### src/rtl/fcmp_pkg.sv
package fcmp_pkg;
  typedef enum logic [1:0] {
    CC_EQ = 2'b00,
    CC_LT = 2'b01,
    CC_GT = 2'b10,
    CC_UN = 2'b11
  } cc_e;

  localparam logic [2:0] TT_NONE = 3'b000;
  localparam logic [2:0] TT_IEEE = 3'b001;

  // field 0 at bit 0, others packed from bit 22 upward
  function automatic int unsigned field_off(input int unsigned idx);
    return (idx == 0) ? 0 : 20 + 2 * idx;
  endfunction
endpackage

### src/rtl/fcmp_nan_detect.sv
module fcmp_nan_detect #(
  parameter int unsigned W     = 32,
  parameter int unsigned EXP_W = 8
) (
  input  logic [W-1:0] op_i,
  output logic         nan_o
);
  localparam int unsigned MAN_W = W - 1 - EXP_W;

  logic [EXP_W-1:0] exp_f;
  logic [MAN_W-1:0] man_f;

  assign exp_f = op_i[W-2 -: EXP_W];
  assign man_f = op_i[MAN_W-1:0];
  assign nan_o = (&exp_f) && (|man_f);
endmodule

### src/rtl/fcmp_order.sv
module fcmp_order #(
  parameter int unsigned W = 32
) (
  input  logic [W-1:0]    a_i,
  input  logic [W-1:0]    b_i,
  output fcmp_pkg::cc_e   rel_o
);
  import fcmp_pkg::*;

  logic         sa, sb;
  logic [W-2:0] ma, mb;
  logic         zeros, mag_lt;

  assign sa     = a_i[W-1];
  assign sb     = b_i[W-1];
  assign ma     = a_i[W-2:0];
  assign mb     = b_i[W-2:0];
  assign zeros  = (ma == '0) && (mb == '0);
  assign mag_lt = ma < mb;

  always_comb begin
    if (zeros || (a_i == b_i))  rel_o = CC_EQ;
    else if (sa != sb)          rel_o = sa ? CC_LT : CC_GT;
    else if (!sa)               rel_o = mag_lt ? CC_LT : CC_GT;
    else                        rel_o = mag_lt ? CC_GT : CC_LT;
  end
endmodule

### src/rtl/fcmp_cc_reg.sv
module fcmp_cc_reg #(
  parameter int unsigned CC_W = 2
) (
  input  logic            clk_i,
  input  logic            rst_ni,
  input  logic            we_i,
  input  logic [CC_W-1:0] cc_i,
  output logic [CC_W-1:0] cc_o
);
  always_ff @(posedge clk_i or negedge rst_ni) begin
    if (!rst_ni)   cc_o <= '0;
    else if (we_i) cc_o <= cc_i;
  end


  field_hold_chk: assert property (@(posedge clk_i) disable iff (!rst_ni)
    !we_i |=> $stable(cc_o));
endmodule

### src/rtl/fcmp_cc_unit.sv
module fcmp_cc_unit #(
  parameter int unsigned W      = 32,
  parameter int unsigned EXP_W  = 8,
  parameter int unsigned NFIELD = 4,
  parameter int unsigned SEL_W  = 2
) (
  input  logic             clk_i,
  input  logic             rst_ni,
  input  logic             start_i,
  input  logic             signaling_i,
  input  logic [SEL_W-1:0] field_sel_i,
  input  logic             inv_trap_en_i,
  input  logic [W-1:0]     op_a_i,
  input  logic [W-1:0]     op_b_i,
  output logic [31:0]      status_o,
  output logic             acc_inv_o,
  output logic             cur_inv_o,
  output logic [2:0]       trap_type_o,
  output logic             trap_o
);
  import fcmp_pkg::*;

  localparam int unsigned CC_W = 2;

  logic  nan_a, nan_b, any_nan;
  cc_e   rel;
  logic  unord, sig_trap, quiet_trap, take_trap;
  logic [CC_W-1:0] cc_new;
  logic [CC_W-1:0] cc_q [NFIELD];
  logic [NFIELD-1:0] we;

  fcmp_nan_detect #(.W(W), .EXP_W(EXP_W)) i_nan_a (.op_i(op_a_i), .nan_o(nan_a));
  fcmp_nan_detect #(.W(W), .EXP_W(EXP_W)) i_nan_b (.op_i(op_b_i), .nan_o(nan_b));
  fcmp_order      #(.W(W))                i_order (.a_i(op_a_i), .b_i(op_b_i), .rel_o(rel));

  assign any_nan    = nan_a | nan_b;
  assign unord      = any_nan;
  // signaling variant traps on NaN detect, quiet variant on unordered outcome
  assign sig_trap   = signaling_i && any_nan && inv_trap_en_i;
  assign quiet_trap = unord && inv_trap_en_i;
  assign take_trap  = sig_trap || quiet_trap;
  assign cc_new     = unord ? CC_UN : rel;

  for (genvar g = 0; g < NFIELD; g++) begin : g_field
    assign we[g] = start_i && !take_trap && (field_sel_i == SEL_W'(g));
    fcmp_cc_reg #(.CC_W(CC_W)) i_reg (
      .clk_i (clk_i),
      .rst_ni(rst_ni),
      .we_i  (we[g]),
      .cc_i  (cc_new),
      .cc_o  (cc_q[g])
    );
  end

  always_comb begin
    status_o = '0;
    for (int i = 0; i < NFIELD; i++) status_o[field_off(i) +: CC_W] = cc_q[i];
  end

  always_ff @(posedge clk_i or negedge rst_ni) begin
    if (!rst_ni) begin
      trap_o      <= 1'b0;
      trap_type_o <= TT_NONE;
      acc_inv_o   <= 1'b0;
      cur_inv_o   <= 1'b0;
    end else begin
      trap_o <= start_i && take_trap;
      if (start_i) begin
        trap_type_o <= take_trap ? TT_IEEE : TT_NONE;
        if (take_trap)  cur_inv_o <= 1'b1;
        else if (unord) acc_inv_o <= 1'b1;
      end
    end
  end


  trap_flags_chk: assert property (@(posedge clk_i) disable iff (!rst_ni)
    trap_o |-> (trap_type_o == TT_IEEE) && cur_inv_o);

  trap_hold_chk: assert property (@(posedge clk_i) disable iff (!rst_ni)
    trap_o |-> $stable(status_o));

  trap_src_chk: assert property (@(posedge clk_i) disable iff (!rst_ni)
    start_i |=> (trap_o == $past(take_trap)));

  idle_hold_chk: assert property (@(posedge clk_i) disable iff (!rst_ni)
    !start_i |=> $stable(status_o) && $stable(acc_inv_o) && $stable(trap_type_o) && !trap_o);

  tt_clear_chk: assert property (@(posedge clk_i) disable iff (!rst_ni)
    start_i && !take_trap |=> trap_type_o == TT_NONE);

  acc_sticky_chk: assert property (@(posedge clk_i) disable iff (!rst_ni)
    acc_inv_o |=> acc_inv_o);

  cur_sticky_chk: assert property (@(posedge clk_i) disable iff (!rst_ni)
    cur_inv_o |=> cur_inv_o);

  spare_zero_chk: assert property (@(posedge clk_i) disable iff (!rst_ni)
    status_o[21:2] == '0 && status_o[31:28] == '0);
endmodule

### config.mk
export PLATFORM = sky130hd
export DESIGN_NAME = fcmp_cc_unit
export DESIGN_NICKNAME = d
export VERILOG_FILES = /design/src/rtl/fcmp_pkg.sv /design/src/rtl/fcmp_nan_detect.sv /design/src/rtl/fcmp_order.sv /design/src/rtl/fcmp_cc_reg.sv /design/src/rtl/fcmp_cc_unit.sv
export SDC_FILE = /design/constraint.sdc
export NUM_CORES = 1
export LEC_CHECK = 0
export BUFFER_PORTS_ARGS = -buffer_cell sky130_fd_sc_hd__buf_2
export CORE_MARGIN = 8
export CORE_UTILIZATION = 37
export DETAILED_ROUTE_END_ITERATION = 7
export PLACE_DENSITY = 0.74
export SLEW_MARGIN = 20
export SYNTH_ARGS = -nofsm -noshare
export SYNTH_HDL_FRONTEND = slang
export SYNTH_SLANG_ARGS = --single-unit
### constraint.sdc
create_clock -name clk_i -period 1.1 [get_ports clk_i]
set_input_delay 0.055 -clock clk_i [delete_from_list [all_inputs] [get_ports clk_i]]
set_output_delay 0.055 -clock clk_i [all_outputs]
set_load 0.02 [all_outputs]
==> run metrics, run 1 <==
run status finished, violations left; failing checks negative setup slack; Final setup viols 12; number of enable flip-flop cells after synthesis 0; root buffer cell clkbuf_8; die height between 80 and 90 um; syn_area_per_cell ~7.8 sq um; Tot Pwr 2140 uW; first-pass GRT wire length slightly above 10,000 um; crit-path cells buf_8 > ha_4 > nand4_1 > nor4_4 > o31ai_1 > nand3_1 > buf_4 > a311oi_4 > a211o_1 > mux2i_1; H-tree levels 1; commonest non-fill, non-tap cell in the layout buf_2; DR pass1 iterations 4; Mapped Cells roughly 230; most frequent cells in the layout 61 x buf_2, 47 x buf_4, 26 x conb_1; Ant. Diodes 0; TritonCTS buffer count 3; vias in the first global route approximately 2,200; minimum clock period ~1.7 ns; WS Path Type in -> reg; clk_skew 0 ns; initial antenna violation count 0; CP delay by family, top simple AND/OR/NAND/NOR gates; Synth Cell Area between 1500 and 2000 sq um; Layout area overhead 73.5%; unique cell type count in the Yosys netlist 39; Vias 2,092; P per Cell Area around 700 nW/um^2; largest net degree at the start of global routing 13; Max VDD drop approximately 0.0003 V; post-DR wirelength/cell approximately 15 um; largest area contributor in the netlist ha_1; # fillers roughly 370; GPL Wtd Cong 0.880; Post-layout nets around 460; GRT Total Usage roughly 17%; drt via density between 5 and 6; crit path max fanout 4; dpl hpwl 5220 um; Syn. warnings 0; period utilisation layout 153%; layout cell share with drive strength beyond 1 54.6%; gr ovfl total 0; Die ar. between 7000 and 8000 sq um; Hold Crit Class in -> reg; #FFs+latches synth 12; CP peak stage delay approximately 0.34 ns; Lkg Pwr around 0.0015 uW; top cells by area, synth ha_1 22%, dfrtp_1 17%, buf_4 11%; PortBufs 81; register area share after synthesis roughly 17%; critical path required time 1.26 ns; Clock Pin Slew Worst Setup and Hold Paths 0.05 ns; max-slew violation count 0; core area ~4700 sq um; Initial Utilization a little under two fifths; Setup WS post-layout -0.586 ns; Final ANT Viol Nets 0; Sink Count 12; Initial DRC Count 56; DRC errors left 0; clock latency on the worst-skew pair roughly 0.24 ns; CP Buf/Inv Count 2; crit path DAT between 1.5 and 2 ns; slowest CP cell nor4_4; CTS tree built; ys async rst share 100%; io pins ~110; RSZ-0062 raised after global routing yes; Clock Tree Buf Depth 2; ys flop type dfrtp_1; Final Hold Fails 0; Crit. End Element flip-flop; # Max-Cap Violations 0; FP Rows 25; Die X between 80 and 90 um; post-synth top area share 21.9%; fin util between 60% and 70%; fmax roughly 590 MHz; type of origin of the critical path primary input; drt total wl about 6400 um
==> kinds of logic after synthesis <==
kind of cell,share of synthesized area [%]
mux,2.26
xor+xnor,0.494
other cells,0.212
compound gates,16.7
simple gates,23.6
buf+inv,18.0
flops,16.9
fa+ha+maj,21.9
==> cell usage after synthesis (all sizes together) (2+ instances only) <==
master	instances
nor2	16
ha	31
mux2i	4
nand4	13
nand2	10
or2	5
nand2b	3
a21o	6
o21ai	15
dfrtp	12
o21bai	2
a211oi	2
a21oi	12
nand3	4
buf	26
nor3	5
inv	33
nor4	15
==> routing by layer <==
| metal | part of all wire, % | up-vias | GRT usage (%) |
|---|---|---|---|
| li1 | - | 1034 | - |
| met1 | 38 | 972 | 17.7 |
| met3 | 7.0 | 12 | 3.86 |
| met5 | 0 | - | 0 |
| met4 | 1.7 | 0 | 3.88 |
| met2 | 53 | 74 | 33.1 |
==> per-stage QoR <==
stage          hold slack (ns)  setup slack, ns  cell area (sq um)  cells  TNS, ns
3_5_place_dp           -0.0476           -0.860               2720    408    -8.05
2_1_floorplan           -0.241           -0.472               2100    253    -3.55
5_1_grt                 0.0413           -0.639               3080    413    -5.75
3_3_place_gp           -0.0553           -0.793               2720    408    -7.77
4_1_cts                 0.0201           -0.535               3000    413    -4.38
6_report                0.0278           -0.586               3080    413    -4.77
==> cell type report <==
class                   count  area [sq um]  area share [%]
multi-input cells         182          1620            52.6
repair buffers            129           901            29.3
flip-flops and latches     12           300            9.76
inverters                  33           149            4.84
well taps                  54          67.6            2.20
clock buffers               3          41.3            1.34
==> registers in the layout, indices dropped and copies added (netlist names) <==
name                flops
g_field.i_reg.cc_o      8
acc_inv_o               1
cur_inv_o               1
trap_o                  1
trap_type_o             1
==> worst reg2reg max path: stages (launching register included) <==
cell,delay (ns)
dfrtp_1,0.39
nor2_1,0.11
a21o_1,0.12
o21ai_1,0.06
==> power breakdown <==
| part | internal, uW | total (uW) | switching, uW |
|---|---|---|---|
| clock | 241 | 394 | 153 |
| sequential | 504 | 543 | 39.3 |
| combinational | 569 | 1210 | 638 |
==> final timing paths <==
path | cells after the start | endpoint | from | slack [ns]
max | 10 | g_field[2].i_reg.cc_o[1] | op_a_i[10] | -0.59
min | 2 | acc_inv_o | inv_trap_en_i | 0.03
max reg2reg | 3 | g_field[3].i_reg.cc_o[0] | g_field[3].i_reg.cc_o[0] | 0.30
min reg2reg | 1 | trap_type_o[0] | trap_type_o[0] | 0.47
max in group asynchronous | 2 | g_field[1].i_reg.cc_o[1] | rst_ni | 0.63
min in group asynchronous | 2 | acc_inv_o | rst_ni | 0.24
==> what timing repair did <==
action / 4_1_cts / 5_1_grt
setup buffers: 1 / 0
setup endpoints to repair: 12 / 12
hold buffers: 1 / 0
resized for setup: 47 / 19
hold endpoints to repair: 12 / 0
pin swaps: 14 / 10
Power figures use the tool's default switching activity.
==> run 2, diff against run 1 <==
CORE_MARGIN = 5   (was 8)
==> run metrics, run 2 (same netlist as run 1, synthesis figures left out) <==
max-slew violation count 0 (unchanged); post-DR wirelength/cell 14.6 um (-5.5%); Crit. End Element flip-flop; Multi-input gate area 1620 sq um (+0.31%); CTS tree built; Initial DRC Count 79 (+41%); initial antenna violation count 0 (unchanged); TritonCTS buffer count 3 (unchanged); P per Cell Area 720 nW/um^2 (+3.3%); Ant. Diodes 0 (unchanged); period utilisation layout 147% (-6.3 points); DR pass1 iterations 4 (unchanged); root buffer cell clkbuf_8; Die X 79.2 um (-7.0%); Hold Crit Class in -> reg; Clock Tree Buf Depth 2 (unchanged); Final setup viols 12 (unchanged); Gate power share 53.2% (-3.1 points); Lkg Pwr 0.00152 uW (-0.63%); FP Rows 25 (unchanged); R2R setup slack 0.27 ns (-0.03 ns); gr ovfl total 0 (unchanged); io pins 109 (unchanged); Initial Utilization 37.8% (-0.25 points); sw frac 37.9% (-0.80 points); clock latency on the worst-skew pair 0.24 ns (about the same); crit path from op_a_i[16]; first-pass GRT wire length 9670 um (-4.3%); sequential cell area 300 sq um (unchanged); vias in the first global route 2,192 (-2.2%); Clock Pin Slew Worst Setup and Hold Paths 0.05 ns (about the same); clk_skew 0 ns (unchanged); # Max-Cap Violations 0 (unchanged); pre-CTS WS -0.912 ns (-0.0520 ns); Max VDD drop 0.000325 V (+8.6%); die height 79.2 um (-7.0%); Final Hold Fails 0 (unchanged); GRT Total Usage 19.1% (+2.1 points); Biggest register g_field.i_reg.cc_o; PortBufs 81 (unchanged); Sink Count 12 (unchanged); Reg2Reg Launch Point g_field[2].i_reg.cc_o[0]; layout cell share with drive strength beyond 1 54.8% (+0.18 points); path depth of the worst reg2reg path 2 (-1); GPL Wtd Cong 0.804 (-8.6%); commonest non-fill, non-tap cell in the layout buf_2; drt via density 5.02 (-0.91%); dpl hpwl 4920 um (-5.8%); setup TNS -4.87 ns (-0.0937 ns); Clock power frac 22.4% (+4.0 points); crit path DAT 1.78 ns (-0.06 ns); core area 4690 sq um (+0.67%); Fin Hold WS 0.0275 ns (-0.000268 ns); Switching Power 841 uW (+1.3%); failing checks negative setup slack; Post-layout nets 459 (-0.86%); run status finished, violations left; worst r2r dst g_field[2].i_reg.cc_o[0]; drt total wl 5970 um (-6.1%); CP endpoint g_field[2].i_reg.cc_o[1]; critical path required time 1.26 ns (about the same); fmax 619 MHz (+4.3%); RSZ-0062 raised after global routing yes; Final ANT Viol Nets 0 (unchanged); minimum clock period 1.62 ns (-0.0693 ns); DRC errors left 0 (unchanged); type of origin of the critical path primary input; Die ar. 6280 sq um (-14%); H-tree levels 1 (unchanged); internal power 1380 uW (+4.8%); share of total power in sequential cells 24.4% (-0.9 points); crit path max fanout 4 (unchanged); Hold Path Origin inv_trap_en_i; Layout area overhead 73.7%; Setup WS post-layout -0.517 ns (+0.0693 ns); # fillers 382 (+3.5%); Largest register FFs 8 (unchanged); Vias 2,058 (-1.6%); most frequent cells in the layout 61 x buf_2, 43 x buf_4, 26 x conb_1; largest net degree at the start of global routing 13 (unchanged); WS Path Type in -> reg
-- run 2: cell types whose count changed in the layout (fill, tap and decap cells not counted), moves of 2 or more --
cell,change
ha_4,+2
ha_1,-2
buf_6,-2
inv_4,+3
inv_2,-4
buf_4,-4
buf_8,+2
-- run 2: area by class of cell --
cell class                      instances  share of cell area [%]
Clock buffer                            4                    1.79
Multi-Input combinational cell        182                    52.7
Tap cell                               54                    2.19
Timing Repair Buffer                  125                    28.5
Inverter                               33                    5.08
Sequential cell                        12                    9.75
-- run 2: critical path: stages --
cell and delay (ns):
buf_2 0.12, ha_4 0.27, nand4_1 0.21, nor4_4 0.30, o31ai_1 0.11, nand3_1 0.13, a311oi_2 0.13, a211o_1 0.30
mux2i_1 0.15
-- run 2: power by group through the flow --
stage / clock network (uW) / registers (uW) / logic, uW
global placement: 0 / 547 / 1010
detailed placement: 0 / 549 / 1030
CTS: 503 / 542 / 1160
global route: 515 / 550 / 1310
floorplan: 0 / 622 / 557
finish: 497 / 542 / 1180
-- run 2: stage by stage --
stage | total power [uW] | area, sq um | std cells | utilization (%)
final | 2220 | 3080 | 410 | 65.6
after global routing | 2370 | 3080 | 410 | 65.6
after CTS | 2200 | 3020 | 409 | 64.4
after detailed placement | 1580 | 2690 | 403 | 57.2
after global placement | 1550 | 2690 | 403 | 57.2
after floorplan | 1180 | 2100 | 253 | -
-- run 2: how the worst min path moves through the flow --
stage | slack, ns | endpoint | cells past startpoint
3_3_place_gp | -0.05 | g_field[1].i_reg.cc_o[0] | 1
4_1_cts | 0.02 | acc_inv_o | 2
2_1_floorplan | -0.24 | acc_inv_o | 0
5_1_grt | 0.05 | acc_inv_o | 2
6_report | 0.03 | acc_inv_o | 2
3_5_place_dp | -0.05 | g_field[1].i_reg.cc_o[0] | 1
-- run 2: timing repair --
action,in CTS,in global routing
hold buffers,1,0
endpoints found under the setup margin,12,12
pin swaps,31,9
gates resized for setup,61,12
endpoints found under the hold margin,12,0
buffers inserted,3,2
-- run 2: routing by layer --
layer  GRT usage, %  vias to the layer above  wire [um]
li1               -                     1024          -
met1           22.4                      946       2400
met2           35.0                       72       3070
met3           3.40                       16        338
met4           5.67                        0        165
met5              0                        -          0
